==> src/rtl/tvec_pkg.sv <==
package tvec_pkg;

  typedef enum logic [2:0] {
    VK_OFF   = 3'd0,
    VK_IDLE  = 3'd1,
    VK_ADDR  = 3'd2,
    VK_CTRL  = 3'd3,
    VK_WRITE = 3'd4,
    VK_READ  = 3'd5,
    VK_TURN  = 3'd6
  } vkind_t;

  localparam logic [1:0] RQ_NONE = 2'b00;
  localparam logic [1:0] RQ_WR   = 2'b01;
  localparam logic [1:0] RQ_RD   = 2'b10;
  localparam logic [1:0] RQ_ADDR = 2'b11;

  localparam logic [1:0] TR_IDLE = 2'b00;
  localparam logic [1:0] TR_NSEQ = 2'b10;
  localparam logic [1:0] TR_SEQ  = 2'b11;

  localparam int SIZE_W     = 3;
  localparam int CW_SIZE_LSB = 0;
  localparam int CW_INC_BIT = 4;

  function automatic logic is_data(vkind_t k);
    return (k == VK_WRITE) || (k == VK_READ);
  endfunction

endpackage

==> src/rtl/tvec_rst_sync.sv <==
module tvec_rst_sync #(
  parameter int STAGES = 2
) (
  input  logic clk,
  input  logic rst_n,
  output logic rst_n_sync
);
  logic [STAGES-1:0] chain_q;

  always_ff @(posedge clk or negedge rst_n) begin
    if (!rst_n) chain_q <= '0;
    else        chain_q <= {chain_q[STAGES-2:0], 1'b1};
  end

  assign rst_n_sync = chain_q[STAGES-1];
endmodule

==> src/rtl/tvec_seq.sv <==
module tvec_seq
  import tvec_pkg::*;
(
  input  logic       clk,
  input  logic       rst_n,
  input  logic [1:0] rq,
  input  logic       m_wait,
  output vkind_t     kind,
  output logic       advance,
  output logic       err
);
  vkind_t kind_q, kind_nx;
  logic   have_q, have_nx, have_now;
  logic   err_q, err_set;

  always_comb begin
    advance  = !(is_data(kind_q) && m_wait);
    have_now = have_q || (kind_q == VK_ADDR);
    kind_nx  = kind_q;
    err_set  = 1'b0;
    if (kind_q == VK_OFF) begin
      case (rq)
        RQ_ADDR: kind_nx = VK_ADDR;
        RQ_WR, RQ_RD: begin
          kind_nx = VK_IDLE;
          err_set = 1'b1;
        end
        default: kind_nx = VK_OFF;
      endcase
    end else begin
      case (rq)
        RQ_ADDR: kind_nx = (kind_q == VK_ADDR) ? VK_CTRL : VK_ADDR;
        RQ_WR: begin
          if (have_now) kind_nx = VK_WRITE;
          else begin
            kind_nx = VK_IDLE;
            err_set = 1'b1;
          end
        end
        RQ_RD: begin
          if (have_now) kind_nx = VK_READ;
          else begin
            kind_nx = VK_IDLE;
            err_set = 1'b1;
          end
        end
        default: kind_nx = (kind_q == VK_READ) ? VK_TURN : VK_OFF;
      endcase
    end
    have_nx = (kind_nx == VK_OFF) ? 1'b0 : have_now;
  end

  always_ff @(posedge clk or negedge rst_n) begin
    if (!rst_n) begin
      kind_q <= VK_OFF;
      have_q <= 1'b0;
      err_q  <= 1'b0;
    end else if (advance) begin
      kind_q <= kind_nx;
      have_q <= have_nx;
      if (err_set) err_q <= 1'b1;
    end
  end

  assign kind = kind_q;
  assign err  = err_q;


  stall_hold_chk: assert property (@(posedge clk) disable iff (!rst_n)
    (is_data(kind_q) && m_wait) |=> (kind_q == $past(kind_q)));


  read_close_chk: assert property (@(posedge clk) disable iff (!rst_n)
    (kind_q == VK_READ && rq == RQ_NONE && !m_wait) |=> (kind_q == VK_TURN));


  err_sticky_chk: assert property (@(posedge clk) disable iff (!rst_n)
    err_q |=> err_q);
endmodule

==> src/rtl/tvec_ctx.sv <==
module tvec_ctx
  import tvec_pkg::*;
#(
  parameter int ADDR_W   = 32,
  parameter int MAX_SIZE = 2
) (
  input  logic              clk,
  input  logic              rst_n,
  input  vkind_t            kind,
  input  logic              m_wait,
  input  logic [ADDR_W-1:0] addr_in,
  input  logic [SIZE_W-1:0] ctl_size,
  input  logic              ctl_inc,
  output logic [ADDR_W-1:0] addr,
  output logic [SIZE_W-1:0] size,
  output logic              inc,
  output logic              fresh
);
  logic [ADDR_W-1:0] addr_q, addr_nx, stride;
  logic [SIZE_W-1:0] size_q, size_nx;
  logic              inc_q, inc_nx, fresh_q, fresh_nx;
  logic              xfer_done, ctl_ok, load;

  always_comb begin
    xfer_done = is_data(kind) && !m_wait;
    ctl_ok    = (ctl_size <= SIZE_W'(MAX_SIZE));
    stride    = {{(ADDR_W-1){1'b0}}, 1'b1} << size_q;
    addr_nx   = addr_q;
    size_nx   = size_q;
    inc_nx    = inc_q;
    fresh_nx  = fresh_q;
    load      = 1'b0;
    case (kind)
      VK_ADDR: begin
        load     = 1'b1;
        addr_nx  = addr_in;
        fresh_nx = 1'b1;
      end
      VK_CTRL: begin
        load = 1'b1;
        if (ctl_ok) begin
          size_nx  = ctl_size;
          inc_nx   = ctl_inc;
          fresh_nx = 1'b1;
        end else begin
          fresh_nx = 1'b0;
        end
      end
      default: begin
        if (xfer_done) begin
          load     = 1'b1;
          fresh_nx = 1'b0;
          if (inc_q) addr_nx = addr_q + stride;
        end
      end
    endcase
  end

  always_ff @(posedge clk or negedge rst_n) begin
    if (!rst_n) begin
      addr_q  <= '0;
      size_q  <= SIZE_W'(MAX_SIZE);
      inc_q   <= 1'b1;
      fresh_q <= 1'b0;
    end else if (load) begin
      addr_q  <= addr_nx;
      size_q  <= size_nx;
      inc_q   <= inc_nx;
      fresh_q <= fresh_nx;
    end
  end

  assign addr  = addr_q;
  assign size  = size_q;
  assign inc   = inc_q;
  assign fresh = fresh_q;


  addr_hold_chk: assert property (@(posedge clk) disable iff (!rst_n)
    (is_data(kind) && m_wait) |=> $stable(addr_q));


  noinc_addr_chk: assert property (@(posedge clk) disable iff (!rst_n)
    (is_data(kind) && !inc_q && !m_wait) |=> $stable(addr_q));
endmodule

==> src/rtl/tvec_drive.sv <==
module tvec_drive
  import tvec_pkg::*;
#(
  parameter int TBUS_W = 32,
  parameter int ADDR_W = 32
) (
  input  vkind_t            kind,
  input  logic              advance,
  input  logic [ADDR_W-1:0] addr_q,
  input  logic [ADDR_W-1:0] addr_in,
  input  logic              inc_q,
  input  logic              fresh_q,
  input  logic [TBUS_W-1:0] bus_in,
  input  logic [TBUS_W-1:0] rdata,
  output logic              tack,
  output logic              test_mode,
  output logic [ADDR_W-1:0] m_addr,
  output logic [1:0]        m_trans,
  output logic              m_write,
  output logic [TBUS_W-1:0] m_wdata,
  output logic [TBUS_W-1:0] tbus_out,
  output logic              tbus_oe
);
  always_comb begin
    test_mode = (kind != VK_OFF);
    tack      = test_mode && advance;
    m_addr    = (kind == VK_ADDR) ? addr_in : addr_q;
    if (is_data(kind)) m_trans = (fresh_q || !inc_q) ? TR_NSEQ : TR_SEQ;
    else               m_trans = TR_IDLE;
    m_write   = (kind == VK_WRITE);
    m_wdata   = bus_in;
    tbus_oe   = (kind == VK_READ);
    tbus_out  = rdata;
  end
endmodule

==> src/rtl/tvec_bridge.sv <==
module tvec_bridge
  import tvec_pkg::*;
#(
  parameter int TBUS_W = 32,
  parameter int ADDR_W = 32
) (
  input  logic              clk,
  input  logic              rst_n,
  input  logic              treq_a,
  input  logic              treq_b,
  output logic              tack,
  input  logic [TBUS_W-1:0] tbus_in,
  output logic [TBUS_W-1:0] tbus_out,
  output logic              tbus_oe,
  output logic              test_mode,
  output logic              vec_err,
  output logic [ADDR_W-1:0] m_addr,
  output logic [1:0]        m_trans,
  output logic [2:0]        m_size,
  output logic              m_write,
  output logic [TBUS_W-1:0] m_wdata,
  input  logic [TBUS_W-1:0] m_rdata,
  input  logic              m_wait
);
  localparam int MAX_SIZE = $clog2(TBUS_W / 8);

  logic              rst_ni;
  vkind_t            kind;
  logic              advance;
  logic [ADDR_W-1:0] addr_q;
  logic [SIZE_W-1:0] size_q;
  logic              inc_q, fresh_q;

  tvec_rst_sync #(.STAGES(2)) u_rst (
    .clk(clk), .rst_n(rst_n), .rst_n_sync(rst_ni)
  );

  tvec_seq u_seq (
    .clk(clk), .rst_n(rst_ni), .rq({treq_a, treq_b}), .m_wait(m_wait),
    .kind(kind), .advance(advance), .err(vec_err)
  );

  tvec_ctx #(.ADDR_W(ADDR_W), .MAX_SIZE(MAX_SIZE)) u_ctx (
    .clk(clk), .rst_n(rst_ni), .kind(kind), .m_wait(m_wait),
    .addr_in(tbus_in[ADDR_W-1:0]),
    .ctl_size(tbus_in[CW_SIZE_LSB +: SIZE_W]),
    .ctl_inc(tbus_in[CW_INC_BIT]),
    .addr(addr_q), .size(size_q), .inc(inc_q), .fresh(fresh_q)
  );

  tvec_drive #(.TBUS_W(TBUS_W), .ADDR_W(ADDR_W)) u_drv (
    .kind(kind), .advance(advance), .addr_q(addr_q),
    .addr_in(tbus_in[ADDR_W-1:0]), .inc_q(inc_q), .fresh_q(fresh_q),
    .bus_in(tbus_in), .rdata(m_rdata),
    .tack(tack), .test_mode(test_mode), .m_addr(m_addr), .m_trans(m_trans),
    .m_write(m_write), .m_wdata(m_wdata), .tbus_out(tbus_out), .tbus_oe(tbus_oe)
  );

  assign m_size = size_q;


  tack_mode_chk: assert property (@(posedge clk) disable iff (!rst_ni)
    tack |-> test_mode);


  oe_read_chk: assert property (@(posedge clk) disable iff (!rst_ni)
    tbus_oe |-> (!m_write && m_trans != TR_IDLE));


  trans_mode_chk: assert property (@(posedge clk) disable iff (!rst_ni)
    (m_trans != TR_IDLE) |-> test_mode);


  wait_tack_chk: assert property (@(posedge clk) disable iff (!rst_ni)
    (m_trans != TR_IDLE && m_wait) |-> !tack);
endmodule

==> config.mk <==
export PLATFORM = sky130hd
export DESIGN_NAME = tvec_bridge
export DESIGN_NICKNAME = d
export VERILOG_FILES = /design/src/rtl/tvec_pkg.sv /design/src/rtl/tvec_rst_sync.sv /design/src/rtl/tvec_seq.sv /design/src/rtl/tvec_ctx.sv /design/src/rtl/tvec_drive.sv /design/src/rtl/tvec_bridge.sv
export SDC_FILE = /design/constraint.sdc
export NUM_CORES = 1
export LEC_CHECK = 0
export BUFFER_PORTS_ARGS = -buffer_cell sky130_fd_sc_hd__buf_2
export CAP_MARGIN = 10
export CORE_MARGIN = 2
export CORE_UTILIZATION = 40
export DETAILED_ROUTE_END_ITERATION = 10
export GPL_TIMING_DRIVEN = 1
export PLACE_DENSITY = 0.77
export SYNTH_ARGS = -nofsm -noshare
export SYNTH_HDL_FRONTEND = slang
export SYNTH_SLANG_ARGS = --single-unit
==> constraint.sdc <==
create_clock -name clk -period 2.1 [get_ports clk]
set_input_delay 0.42 -clock clk [delete_from_list [all_inputs] [get_ports clk]]
set_output_delay 0.42 -clock clk [all_outputs]
set_load 0.05 [all_outputs]
==> reports/qor.yml <==
first_iter_violations: 379
violations: "setup timing"
worstPathMaxFanout: 6
grt_first_pass_wirelength_um: 17000
fin_crit_sh_pct: 118
postLayoutCoreUtil_pct: 63.6
place_ws_ns: -0.419
max_slew_margin_pct: 58.1
synth-seq-cells: 44
setup_viol: 57
ys.flop_type: "dfrtp_1"
power.leakage_uw: 0.00257
grt_use_total_pct: 20.8
fill_cells: 666
drc: 0
antenna_found_initial: 0
layout-drive-gt1-share_pct: 54.9
die_h_um: 99.6
core_mm2: 0.00881
cts_tree: "done"
worst_setup_hold_path_clk_slew_ns: 0.10
avgSynthCellArea_um2: 7.86
synth-edff-count: 0
crit_buf_inv: 1
syn_to_final_growth_pct: 53.2
tightest_slew_ns: 0.624
fmax_mhz: 404
dr.pass1.iters: 5
htree_num_levels: 2
top_layer_used: "met4"
dr_total_vias: 3954
arrival_ns: 2.71
synthArstFlopShare_pct: 100
num_rows: 34
grt_overflow: 0
synth_cells: 465
slew_violations: 0
cts_sinks: 44
final_cell_mix: "77 x buf_2, 51 x buf_4, 48 x nand2_1"
path_cells: "and3b_2, ha_4, o211ai_1, o211ai_2, nand4_4, buf_6, or3_1, a31oi_1"
detail-route-antenna-nets: 0
critPathTopFamily: "simple AND/OR/NAND/NOR gates"
ios: 175
skew_ns: 0.0135
yosysUniqueCellTypes: 63
clock_latency_ns: 0.32
power.density_mw_per_mm2: 1630
wl_met2_um: 6270
wl_per_cell_um: 18.4
grt_pass1_vias: 3567
start_util_pct: 41.5
seq_area_frac_synth_pct: 30.2
min_path_type: "reg -> async"
cp-start-kind: "register"
io_buffers: 110
crit_slowest_cell: "dfstp_2"
met1Wirelength_um: 4740
viasPerCell: 5.77
hpwl_um: 7240
root_buffer: "clkbuf_8"
die_x_um: 99.6
syn_nets: 547
path_class: "reg -> reg"
vdd_drop_max_mv: 0.866
synth_area_mm2: 0.00365
critical-path-max-stage-delay_ns: 0.60
rsz0062_at_grt: "yes"
fin_nets: 658
wl_met3_um: 1100
wirelength_um: 12600
grt_max_degree: 43
fin_ws_ns: -0.376
final_common_cell: "buf_2"
hold_violations: 0
clock_path_buffers: 2
status: "finished, violations left"
die-area_mm2: 0.00991
drv_cap: 0
worst_ep_required_time_ns: 2.33
ys_warn_count: 0
diodes: 0
numCtsBuffers: 5
gp_congestion: 0.883
min_period_ns: 2.48
power_uw: 9110
end_kind: "register"
==> routing by layer <==
| layer | GRT usage [%] | vias to the layer above |
|---|---|---|
| met5 | 0 | - |
| met4 | 7.27 | 0 |
| met3 | 4.01 | 64 |
| met2 | 34.4 | 250 |
| met1 | 27.3 | 1865 |
| li1 | - | 1775 |
==> what timing repair did <==
item	4_1_cts	5_1_grt
buffers inserted	15	19
pin swaps	37	74
gates cloned	2	4
hold buffers	1	0
resized for setup	80	174
endpoints found under the setup margin	61	64
hold endpoints to repair	2	0
==> path summary, 6_finish.rpt <==
path	cells after the start	start	endpoint	slack (ns)
worst max-delay path	8	u_ctx.size[1]	u_ctx.addr[26]	-0.38
worst min-delay path	1	u_rst.chain_q[1]	u_ctx.addr[16]	0.33
worst max register to register	8	u_ctx.size[1]	u_ctx.addr[26]	-0.38
worst min register to register	1	u_rst.chain_q[1]	u_ctx.addr[16]	0.33
max in group asynchronous	1	u_rst.chain_q[1]	u_ctx.size[0]	1.34
min in group clk	2	tbus_in[17]	u_ctx.addr[17]	0.35
==> cells by family (layout without fill, tap and decap cells) <==
logic type | Yosys count | in the layout | synth area share, %
adders and majority gates | 13 | 13 | 4.66
DFF | 44 | 44 | 30.2
xor gates and xnor gates | 13 | 13 | 3.12
muxes | 6 | 6 | 1.68
buffers and inverters | 90 | 202 | 16.2
and+or+nand+nor | 211 | 211 | 27.7
AOI/OAI and AO/OA | 87 | 87 | 16.4
other | 1 | 1 | 0.103
==> flip-flops by register name, indices dropped and copies added (netlist names) <==
name and count:
u_seq.have_q 1, u_ctx.addr 32, u_ctx.fresh 1, u_ctx.inc 1, u_seq.kind 3, u_ctx.size 3
u_seq.err 1, u_rst.chain_q 2
==> Yosys cell counts (all sizes together) (4+ instances only) <==
| master | count | share of area, % |
|---|---|---|
| nand2 | 108 | 11 |
| buf | 72 | 14 |
| dfrtp | 42 | 29 |
| nor2 | 39 | 4.5 |
| o21ai | 30 | 4.2 |
| nand3 | 16 | 2.3 |
| o211ai | 13 | 3.3 |
| ha | 12 | 4.1 |
| a21oi | 11 | 1.9 |
| a31oi | 11 | 1.9 |
| xor2 | 10 | 2.4 |
| clkbuf | 9 | 0.96 |
| inv | 9 | 0.92 |
| or3 | 8 | 1.4 |
| nand4 | 7 | 1.4 |
| nor3b | 6 | 1.4 |
| mux2i | 5 | 1.4 |
| nor3 | 5 | 0.99 |
| a211oi | 4 | 0.82 |
| a21o | 4 | 0.82 |
==> final cells by class <==
type	instances	area, um^2	share of cell area [%]
inverters	9	33.8	0.603
clock inverters	3	23.8	0.425
clock buffers	5	68.8	1.23
multi-input cells	331	2650	47.3
flip-flops and latches	44	1110	19.8
well taps	108	135	2.41
repair buffers	185	1580	28.3
==> report_power, final <==
group / internal (uW) / total (uW) / switching, uW
combinational: 2810 / 6710 / 3900
sequential: 1220 / 1820 / 602
clock: 236 / 571 / 335
total: 4270 / 9110 / 4840
==> worst register-to-register path, cell delays in order, from the launching register on <==
cell      delay (ns)
dfstp_2         0.60
and3b_2         0.25
ha_4            0.28
o211ai_1        0.15
o211ai_2        0.28
nand4_4         0.17
buf_6           0.18
or3_1           0.32
a31oi_1         0.18
==> per-stage QoR <==
step / setup TNS, ns / cells / hold slack (ns) / cell area (um^2)
finish: -8.87 / 685 / 0.326 / 5600
global route: -11.98 / 685 / 0.357 / 5600
CTS: -4.85 / 667 / 0.349 / 4780
detailed placement: -5.52 / 643 / 0.207 / 4230
global placement: -3.25 / 643 / 0.207 / 4230
floorplan: -8.81 / 465 / 0.124 / 3780
Power figures use the tool's default switching activity.
